==> src/rtl/bootcmd_pkg.sv <==
package bootcmd_pkg;
  localparam int CMD_W = 16;

  localparam logic [CMD_W-1:0] OP_WARM_RST = 16'h00F0;
  localparam logic [CMD_W-1:0] OP_LOAD_ARM = 16'h00E0;
  localparam logic [CMD_W-1:0] OP_IDENT    = 16'h0090;
  localparam logic [CMD_W-1:0] OP_LOAD_GO  = 16'h0000;

  typedef enum logic [2:0] {
    CMD_NONE,
    CMD_RST,
    CMD_ARM,
    CMD_IDENT,
    CMD_LOAD,
    CMD_SKIP,
    CMD_BAD
  } cmd_e;
endpackage

==> src/rtl/bootcmd_decode.sv <==
module bootcmd_decode
  import bootcmd_pkg::*;
#(
  parameter int AW       = 16,
  parameter int LO_WORDS = 512,
  parameter int HI_BASE  = 32'h8000,
  parameter int HI_WORDS = 16
) (
  input  logic             wr_en_i,
  input  logic [AW-1:0]    wr_addr_i,
  input  logic [CMD_W-1:0] wr_data_i,
  input  logic             pend_i,
  output cmd_e             cmd_o
);
  localparam logic [AW:0] LO_END = (AW+1)'(LO_WORDS);
  localparam logic [AW:0] HI_BEG = (AW+1)'(HI_BASE);
  localparam logic [AW:0] HI_END = (AW+1)'(HI_BASE + HI_WORDS);

  logic [AW:0] addr_x;
  logic        hit;

  always_comb begin
    addr_x = {1'b0, wr_addr_i};
    hit    = wr_en_i && ((addr_x < LO_END) || ((addr_x >= HI_BEG) && (addr_x < HI_END)));
    cmd_o  = CMD_NONE;
    if (hit) begin
      if (pend_i) begin
        cmd_o = (wr_data_i == OP_LOAD_GO) ? CMD_LOAD : CMD_SKIP;
      end else begin
        case (wr_data_i)
          OP_WARM_RST: cmd_o = CMD_RST;
          OP_LOAD_ARM: cmd_o = CMD_ARM;
          OP_IDENT:    cmd_o = CMD_IDENT;
          default:     cmd_o = CMD_BAD;
        endcase
      end
    end
  end
endmodule

==> src/rtl/bootcmd_idwr.sv <==
module bootcmd_idwr
  import bootcmd_pkg::*;
#(
  parameter int BB_AW = 8,
  parameter int ID_W  = 8
) (
  input  logic             clk,
  input  logic             rst,
  input  logic             start_i,
  input  logic [ID_W-1:0]  mfr_i,
  input  logic [ID_W-1:0]  dev_i,
  input  logic [ID_W-1:0]  wp_i,
  output logic             we_o,
  output logic [BB_AW-1:0] addr_o,
  output logic [CMD_W-1:0] data_o
);
  localparam int          PAD_W = CMD_W - ID_W;
  localparam logic [1:0]  LAST  = 2'd2;

  logic             act_q;
  logic [1:0]       idx_q;
  logic [CMD_W-1:0] data_q;
  logic [ID_W-1:0]  dev_q, wp_q;

  always_ff @(posedge clk) begin
    if (rst) begin
      act_q  <= 1'b0;
      idx_q  <= '0;
      data_q <= '0;
      dev_q  <= '0;
      wp_q   <= '0;
    end else if (start_i) begin
      act_q  <= 1'b1;
      idx_q  <= '0;
      data_q <= {{PAD_W{1'b0}}, mfr_i};
      dev_q  <= dev_i;
      wp_q   <= wp_i;
    end else if (act_q) begin
      if (idx_q == LAST) begin
        act_q <= 1'b0;
      end else begin
        idx_q  <= idx_q + 2'd1;
        data_q <= (idx_q == 2'd0) ? {{PAD_W{1'b0}}, dev_q} : {{PAD_W{1'b0}}, wp_q};
      end
    end
  end

  assign we_o   = act_q;
  assign addr_o = BB_AW'(idx_q);
  assign data_o = data_q;

  // the sequence opens at word 0 in the cycle after the command
  assert_id_first_word_R7: assert property (@(posedge clk) disable iff (rst)
    start_i |=> (we_o && addr_o == '0));
  // exactly three words, then the port goes quiet
  assert_id_three_words_R7: assert property (@(posedge clk) disable iff (rst)
    (we_o && addr_o == BB_AW'(LAST) && !start_i) |=> !we_o);
endmodule

==> src/rtl/bootcmd_load.sv <==
module bootcmd_load #(
  parameter int BLK_W     = 16,
  parameter int PAGE_W    = 8,
  parameter int PAGE_STEP = 4
) (
  input  logic              clk,
  input  logic              rst,
  input  logic              go_i,
  input  logic              abort_i,
  input  logic [BLK_W-1:0]  blk_i,
  input  logic              ack_i,
  output logic              req_o,
  output logic [BLK_W-1:0]  blk_o,
  output logic [PAGE_W-1:0] page_o,
  output logic              busy_o
);
  localparam logic [PAGE_W-1:0] STEP = PAGE_W'(PAGE_STEP);

  logic              req_q, wait_q;
  logic [BLK_W-1:0]  blk_q;
  logic [PAGE_W-1:0] page_q;

  always_ff @(posedge clk) begin
    if (rst) begin
      req_q  <= 1'b0;
      wait_q <= 1'b0;
      blk_q  <= '0;
      page_q <= '0;
    end else begin
      req_q <= go_i;
      if (go_i) blk_q <= blk_i;
      if (abort_i) begin
        wait_q <= 1'b0;
        page_q <= '0;
      end else if (go_i) begin
        wait_q <= 1'b1;
      end else if (ack_i && wait_q) begin
        wait_q <= 1'b0;
        page_q <= page_q + STEP;
      end
    end
  end

  assign req_o  = req_q;
  assign blk_o  = blk_q;
  assign page_o = page_q;
  assign busy_o = wait_q;

  // the request is a single-cycle pulse
  assert_req_pulse_R4: assert property (@(posedge clk) disable iff (rst)
    req_o |=> !req_o);
  // a request is only shown while it is outstanding
  assert_req_outstanding_R4: assert property (@(posedge clk) disable iff (rst)
    req_o |-> busy_o);
  // the page register moves only on an accepted acknowledge or an abort
  assert_page_moves_on_ack_R5: assert property (@(posedge clk) disable iff (rst)
    !$stable(page_q) |-> ($past(abort_i) || $past(ack_i && wait_q)));
endmodule

==> src/rtl/bootcmd_seq.sv <==
module bootcmd_seq
  import bootcmd_pkg::*;
#(
  parameter int AW        = 16,
  parameter int BB_AW     = 8,
  parameter int ID_W      = 8,
  parameter int BLK_W     = 16,
  parameter int PAGE_W    = 8,
  parameter int PAGE_STEP = 4
) (
  input  logic              clk,
  input  logic              rst,
  input  logic              wr_en,
  input  logic [AW-1:0]     wr_addr,
  input  logic [15:0]       wr_data,
  input  logic [ID_W-1:0]   id_mfr,
  input  logic [ID_W-1:0]   id_dev,
  input  logic [ID_W-1:0]   prot_stat,
  input  logic [BLK_W-1:0]  blk_addr,
  input  logic              ld_ack,
  output logic              bb_we,
  output logic [BB_AW-1:0]  bb_addr,
  output logic [15:0]       bb_data,
  output logic              ld_req,
  output logic [BLK_W-1:0]  ld_blk,
  output logic [PAGE_W-1:0] ld_page,
  output logic              warm_rst_req,
  output logic              bad_cmd
);
  cmd_e cmd;
  logic pend_q, rst_req_q, bad_q, busy;

  bootcmd_decode #(.AW(AW)) u_decode (
    .wr_en_i   (wr_en),
    .wr_addr_i (wr_addr),
    .wr_data_i (wr_data),
    .pend_i    (pend_q),
    .cmd_o     (cmd)
  );

  bootcmd_load #(.BLK_W(BLK_W), .PAGE_W(PAGE_W), .PAGE_STEP(PAGE_STEP)) u_load (
    .clk     (clk),
    .rst     (rst),
    .go_i    (cmd == CMD_LOAD && !busy),
    .abort_i (cmd == CMD_RST),
    .blk_i   (blk_addr),
    .ack_i   (ld_ack),
    .req_o   (ld_req),
    .blk_o   (ld_blk),
    .page_o  (ld_page),
    .busy_o  (busy)
  );

  bootcmd_idwr #(.BB_AW(BB_AW), .ID_W(ID_W)) u_idwr (
    .clk     (clk),
    .rst     (rst),
    .start_i (cmd == CMD_IDENT),
    .mfr_i   (id_mfr),
    .dev_i   (id_dev),
    .wp_i    (prot_stat),
    .we_o    (bb_we),
    .addr_o  (bb_addr),
    .data_o  (bb_data)
  );

  always_ff @(posedge clk) begin
    if (rst) begin
      pend_q    <= 1'b0;
      rst_req_q <= 1'b0;
      bad_q     <= 1'b0;
    end else begin
      rst_req_q <= (cmd == CMD_RST);
      if (cmd == CMD_ARM) pend_q <= 1'b1;
      else if (cmd == CMD_LOAD || cmd == CMD_SKIP) pend_q <= 1'b0;
      if (cmd == CMD_BAD || (cmd == CMD_LOAD && busy)) bad_q <= 1'b1;
    end
  end

  assign warm_rst_req = rst_req_q;
  assign bad_cmd      = bad_q;

  // any decoded write while armed disarms the sequence
  assert_pend_clear_R3: assert property (@(posedge clk) disable iff (rst)
    (pend_q && cmd != CMD_NONE) |=> !pend_q);
  // the reset request only follows a warm-reset command
  assert_rst_source_R2: assert property (@(posedge clk) disable iff (rst)
    $rose(warm_rst_req) |-> ($past(cmd) == CMD_RST));
  // a nonzero second write causes no action
  assert_skip_quiet_R6: assert property (@(posedge clk) disable iff (rst)
    (cmd == CMD_SKIP) |=> (!ld_req && !warm_rst_req && !$rose(bad_cmd)));
  // the error flag holds until reset
  assert_bad_sticky_R8: assert property (@(posedge clk) disable iff (rst)
    bad_cmd |=> bad_cmd);
  // reset silences every output
  assert_reset_quiet_R9: assert property (@(posedge clk)
    rst |=> (!ld_req && !warm_rst_req && !bb_we && !bad_cmd));
endmodule

==> config.mk <==
export PLATFORM = sky130hd
export DESIGN_NAME = bootcmd_seq
export DESIGN_NICKNAME = d
export VERILOG_FILES = /design/src/rtl/bootcmd_pkg.sv /design/src/rtl/bootcmd_decode.sv /design/src/rtl/bootcmd_idwr.sv /design/src/rtl/bootcmd_load.sv /design/src/rtl/bootcmd_seq.sv
export SDC_FILE = /design/constraint.sdc
export NUM_CORES = 1
export LEC_CHECK = 0
export ABC_AREA = 1
export BUFFER_PORTS_ARGS = -buffer_cell sky130_fd_sc_hd__buf_4
export CAP_MARGIN = 25
export CORE_ASPECT_RATIO = 0.5
export CORE_MARGIN = 2
export CORE_UTILIZATION = 50
export DETAILED_ROUTE_END_ITERATION = 7
export PLACE_DENSITY = 0.95
export SLEW_MARGIN = 20
export SYNTH_ARGS = -nofsm -noshare
export SYNTH_HDL_FRONTEND = slang
export SYNTH_HIERARCHICAL = 1
export SYNTH_SLANG_ARGS = --single-unit
==> constraint.sdc <==
create_clock -name clk -period 4.46 [get_ports clk]
set_clock_uncertainty 0.05 [all_clocks]
set_input_delay 0.669 -clock clk [delete_from_list [all_inputs] [get_ports clk]]
set_output_delay 0.669 -clock clk [all_outputs]
set_load 0.05 [all_outputs]
# Word level (Yosys, flattened, before mapping)
# Cells that the tools add are included.
[word_totals]
regBits = 56
elab_cells = 64
[classes]
addsub = 2
order_cmp = 3
eq_ne = 11
mux = 15
bitwise = 2
reduce_logical = 19
[ops]
columns = ["cell", "n"]
rows = [
  ["$eq 16x8->1 const B", 3],
  ["$mux 8", 4],
  ["$ge 16x16->1 const B", 1],
  ["$logic_not 16->1", 1],
  ["$lt 16x10->1 const B", 1],
  ["$lt 16x16->1 const B", 1],
  ["$eq 3x3->1 const B", 3],
  ["$pmux 3 s3", 1],
  ["$add 8x3->8 const B", 1],
  ["$mux 1", 8],
  ["$eq 3x2->1 const B", 2],
  ["$mux 3", 2],
  ["$reduce_and 2->1", 3],
  ["$reduce_bool 2->1", 3],
  ["$logic_and 1x1->1", 5],
  ["$reduce_or 2->1", 2],
  ["$eq 3x1->1 const B", 1],
  ["$logic_or 1x1->1", 3],
  ["$add 2x1->2 const B", 1],
  ["$eq 2x2->1 const B", 1],
  ["$logic_not 2->1", 1],
  ["$ne 2x1->1 const B", 1],
  ["$not 1->1", 2],
  ["$logic_not 1->1", 1],
]

# Depth between registers and ports, before layout
[logic_depth]
depth_word = 9
mapped_depth = 18
depth_no_buf = 17

# Modules after synthesis
# The synthesis kept the hierarchy.
[modules_own_cells]
columns = ["mod", "instances", "cells_each", "area_per_inst_um2"]
rows = [
  ["bootcmd_idwr", 1, 199, 1461.4],
  ["bootcmd_load", 1, 124, 963.4],
  ["bootcmd_decode", 1, 54, 229.0],
  ["bootcmd_seq", 1, 21, 145.1],
]

# Worst setup path before layout
# OpenSTA, ideal clock, no wires.
[synth_timing]
kind = "input port to flip-flop"
start = "input wr_data[15]"
end = "register u_idwr.data_q[0], in the netlist u_idwr/data_o[0]"
setup_time_ps = 115
arrival_time_ps = 2119
required_ps = 4295
slack_ps = 2176
stages = 16
cell_sequence = "nor2_1 nand2_1 nor2_4 nand2_1 nand2_2 nor2_1 nor2_2 inv_1 nor3_1 buf_6 inv_6 buf_12 nand2_8 nand2_8 nor2_2 a21oi_2"
[synth_between]
elab_chain_cells = 7
word_cells_on_any_way = 13
classes_between = "eq/ne: 5; mux: 5; reduce/logical: 3"
[synth_rtl]
columns = ["element", "line_no", "rtl"]
rows = [
  ["start: declaration", "bootcmd_seq.sv:15", "input logic [15:0] wr_data,"],
  ["$eq 16x8->1 / $logic_not 16->1 (equally long branches)", "bootcmd_decode.sv:30, bootcmd_decode.sv:28", ""],
  ["$pmux 3 s3 / $mux 1 (equally long branches)", "bootcmd_decode.sv:30, bootcmd_decode.sv:28", ""],
  ["$mux 3 (*)", "bootcmd_decode.sv:27", "if (pend_i) begin"],
  ["$mux 3 (*)", "bootcmd_decode.sv:26", "if (hit) begin"],
  ["net cmd[0]", "bootcmd_seq.sv:30", "cmd_e cmd;"],
  ["$eq 3x2->1 (*)", "bootcmd_seq.sv:57", ".start_i (cmd == CMD_IDENT),"],
  ["$ne 2x1->1 (no line) / $reduce_bool 2->1 (equally long branches)", "--", ""],
  ["$reduce_and 2->1 (no line)", "--", ""],
  ["end signal: assignment", "bootcmd_idwr.sv:35", "data_q <= {{PAD_W{1'b0}}, mfr_i};"],
  ["end signal: assignment", "bootcmd_idwr.sv:43", "data_q <= (idx_q == 2'd0) ? {{PAD_W{1'b0}}, dev_q} : {{PAD_W{1'b0}}, wp_q};"],
  ["end: declaration", "bootcmd_idwr.sv:22", "logic [CMD_W-1:0] data_q;"],
]
# Mark *: on every way through the listed nets, which the timed path passes. The rest lies on a longest branch.
# A chain may end at the register's enable or synchronous reset.

# Worst setup path after layout
[layout_timing]
start = "input wr_addr[10]"
end = "register u_idwr.data_q[0], in the netlist u_idwr/data_o[0]"
[layout_between]
elab_chain_cells = 8
word_cells_on_any_way = 12
classes_between = "order compare: 3; eq/ne: 2; mux: 2; reduce/logical: 5"
[layout_rtl]
columns = ["element", "line_no", "rtl"]
rows = [
  ["start: declaration", "bootcmd_seq.sv:14", "input logic [AW-1:0] wr_addr,"],
  ["$ge 16x16->1 / $lt 16x16->1 (equally long branches)", "bootcmd_decode.sv:24", "hit = wr_en_i && ((addr_x < LO_END) || ((addr_x >= HI_BEG) && (addr_x < HI_END)));"],
  ["$logic_and 1x1->1", "bootcmd_decode.sv:24", ""],
  ["$logic_or 1x1->1 (*)", "bootcmd_decode.sv:24", ""],
  ["$logic_and 1x1->1 (*)", "bootcmd_decode.sv:24", ""],
  ["$mux 3 (*)", "bootcmd_decode.sv:26", ""],
  ["net cmd[2]", "bootcmd_seq.sv:30", ""],
  ["$eq 3x2->1 (*)", "bootcmd_seq.sv:57", ""],
  ["$ne 2x1->1 (no line) / $reduce_bool 2->1 (equally long branches)", "--", ""],
  ["$reduce_and 2->1 (no line)", "--", ""],
]
# Marks and branches as above.

==> flow_metrics.py <==
metrics = {
    "timing": {
        "tns_ns": 0,
        "fin_crit_sh_pct": 56.6,
        "worstMarginPinSlew_ns": 0.580,
        "period_minus_slack_ns": 2.53,
        "relSlewSlack_pct": 61.1,
        "drv_slew": 0,
        "rsz0062_at_grt": "false",
        "final-hold-violation-count": 0,
        "setup_violations": 0,
        "fmax_ghz": 0.396,
    },
    "synth": {
        "yosysWarnings": 6,
        "syn-cell-area_um2": 2800,
        "syn_area_per_cell_um2": 7.03,
        "yosys.cell_types.count": 34,
        "synth_seq_cells": 54,
        "synth_top_cells_by_area": "dfxtp_1, nand2_1, nor2_1",
        "synth-async-reset-ratio_pct": 0,
        "synth_edf_count": 0,
        "ys_top_cells_by_count": "nand2_1, nor2_1, inv_1",
        "synth_top_area_cell": "dfxtp_1",
        "seq_area_frac_synth_pct": 38.6,
        "synth_ff_type": "dfxtp_1",
        "netlist_instances": 398,
        "synth_top_area_share_pct": 38.6,
    },
    "die": {
        "core_um2": 5440,
        "die_y_um": 56.9,
        "start_util_pct": 51.4,
        "die_x_um": 110,
        "io-pin-count": 128,
        "die_area_um2": 6250,
        "row_count": 19,
    },
    "placed_design": {
        "dp_hpwl_mm": 4.77,
        "io_buffers": 107,
        "routabilityCongestion": 0.755,
        "place_area_um2": 3540,
    },
    "drt": {
        "wl_met3_um": 302,
        "top_layer": "met4",
        "drt_iter0_drc": 184,
        "route.detailed.drc": 0,
        "post_drt_via_cell_ratio": 4.63,
        "finalWirelength_mm": 6.33,
        "wire_per_inst_um": 11.1,
        "routedLengthMet1_mm": 2.67,
        "wl_met2_mm": 3.32,
        "drt_pass1_iterations": 4,
        "antenna_left": 0,
        "vias": 2651,
    },
    "setup_path": {
        "cpMaxStageDelayCell": "a21oi_1",
        "rr_startpoint": "pend_q",
        "worstSetupEndpointType": "flop",
        "critical_path.top_delay_family": "simple AND/OR/NAND/NOR gates",
        "r2r_end": "u_idwr/data_o[0]",
        "worstSetupPathType": "primary input to flop",
        "reg2reg_slack_ns": 2.30,
        "cp_max_fo": 50,
        "path_common_cell": "nand2_1",
        "start_kind": "primary input",
        "worstPathRequired_ns": 4.66,
        "critPathArrivalTime_ns": 2.72,
        "slowest_delay_ns": 0.43,
        "path_cells": "buf_4 > nor2_1 > nand2_1 > nor2_1 > nand2_1 > a21oi_1 > nor3_1 > buf_4 > inv_6 > nand2_1 > nand2_8 > nor2_2 > a21oi_2",
        "rr_worst_depth": 9,
        "crit_buf_inv": 3,
    },
    "cells_and_area": {
        "num_antenna_cells": 0,
        "stdcell_area_um2": 3660,
        "finalNetCount": 577,
        "fillCellCount": 461,
        "drive_gt1_share_pct": 30.5,
        "syn_to_final_growth_pct": 30.6,
    },
    "pwr": {
        "clkPwrFrac_pct": 36.5,
        "p_comb_share_pct": 11.1,
        "p_total_mw": 0.922,
        "p_sw_mw": 0.223,
        "power.internal_mw": 0.699,
        "cellPowerDensity_nw_per_um2": 252,
        "swShare_pct": 24.2,
        "p_leak_nw": 1.84,
        "seqPwrFrac_pct": 52.4,
        "ir_drop_mv": 0.167,
    },
    "global_routing": {
        "track_usage_pct": 20.4,
        "grt_pass1_wl_mm": 10.2,
        "antenna_found_initial": 0,
        "grt_pass1_vias": 2422,
        "grt.overflow.total": 0,
        "grt_max_degree": 51,
    },
    "hold_path": {
        "hold_class": "flop to flop",
        "hold_depth": 2,
        "min_to": "u_idwr/dev_q[3]",
        "min_from": "u_idwr/dev_q[3]",
    },
    "flow_run": {
        "drv_cap": 0,
    },
    "run_status": {
        "status": "complete, no violations",
    },
    "clock_tree": {
        "postCtsSetupBuffers": 0,
        "clockRootBuffer": "clkbuf_8",
        "cts.path.max_buffers": 2,
        "cts_buffers": 5,
        "cts_tree": "yes",
        "htree_num_levels": 2,
        "cts_sinks": 54,
        "clkLatencyLatePin_ns": 0.30,
        "cts_resized": 0,
        "cts_hold_buf": 0,
        "cts.clk_slew.worst_paths_ns": 0.10,
    },
}
area by class of cell:
| type | instances | area (um^2) | area share (%) |
|---|---|---|---|
| sequential | 54 | 1080 | 29.6 |
| tap | 73 | 91.3 | 2.50 |
| timing repair buffer | 109 | 818 | 22.4 |
| inverter | 61 | 239 | 6.54 |
| clock buffer | 5 | 68.8 | 1.88 |
| clock inverter | 3 | 47.5 | 1.30 |
| multi-input combinational | 267 | 1310 | 35.8 |
metrics by stage:
stage / setup slack, ns / utilization, % / std cells / hold slack [ns]
3_3_place_gp: 1.68 / 65.0 / 564 / 0.391
3_5_place_dp: 1.61 / 65.0 / 564 / 0.398
2_1_floorplan: 2.18 / - / 412 / 0.379
6_report: 1.93 / 67.2 / 572 / 0.412
5_1_grt: 1.64 / 67.2 / 572 / 0.433
4_1_cts: 1.92 / 67.2 / 572 / 0.414
worst min-delay path, stage by stage, from the launching register on:
cell,delay (ns)
dfxtp_1,0.31
inv_1,0.06
a21oi_1,0.06
metal layers:
| layer | track usage (%) | vias up |
|---|---|---|
| met1 | 23.1 | 1185 |
| met4 | 3.07 | 0 |
| met2 | 39.4 | 61 |
| li1 | - | 1401 |
| met5 | 0 | - |
| met3 | 4.76 | 4 |
sequential cells by signal, summed over array words and instances (netlist names), 2 cells and up:
register       cells
u_idwr/data_o      8
u_idwr/dev_q       8
u_idwr/idx_q       2
u_idwr/wp_q        8
u_load/blk_o      16
u_load/page_o      6
cell families after synthesis:
logic type	share of synthesized area (%)
and+or+nand+nor	29.5
DFF	38.6
AOI/OAI and AO/OA	13.5
adders and majority gates	1.34
other	0.268
xor gates and xnor gates	0.313
buffers and inverters	16.5
worst max path at each step:
stage          cells after the start   startpoint  slack, ns          endpoint
4_1_cts                           13  wr_addr[10]       1.92  u_idwr/data_o[0]
6_report                          13  wr_addr[10]       1.93  u_idwr/data_o[0]
2_1_floorplan                     16  wr_data[15]       2.18  u_idwr/data_o[0]
5_1_grt                           13  wr_addr[10]       1.64  u_idwr/data_o[0]
3_5_place_dp                      13  wr_addr[10]       1.61  u_idwr/data_o[0]
3_3_place_gp                      13  wr_addr[10]       1.68  u_idwr/data_o[0]
power by group through the flow:
stage / sequential (mW) / combinational (mW) / clock, mW
after floorplan: 0.496 / 0.0572 / 0
after global placement: 0.494 / 0.101 / 0
after detailed placement: 0.494 / 0.102 / 0
after CTS: 0.483 / 0.102 / 0.345
after global routing: 0.483 / 0.110 / 0.365
final: 0.483 / 0.102 / 0.336
layout by cell type (no fill, tap or decap), types with 2 or more instances in the layout:
cell and n:
ha_1 3, nand2_2 3, inv_1 55, inv_6 3
inv_2 3, nor2_4 3, a21oi_2 8, o21ai_0 33
dfxtp_1 54, nand3_1 20, conb_1 16, nand4_1 2
clkbuf_8 5, nand2_1 65, o21ai_1 2, buf_4 109
nand2_8 2, nor2_1 65, nor3_1 3, a21oi_1 22
nor2_2 12
(Power assumes the default switching activity.)
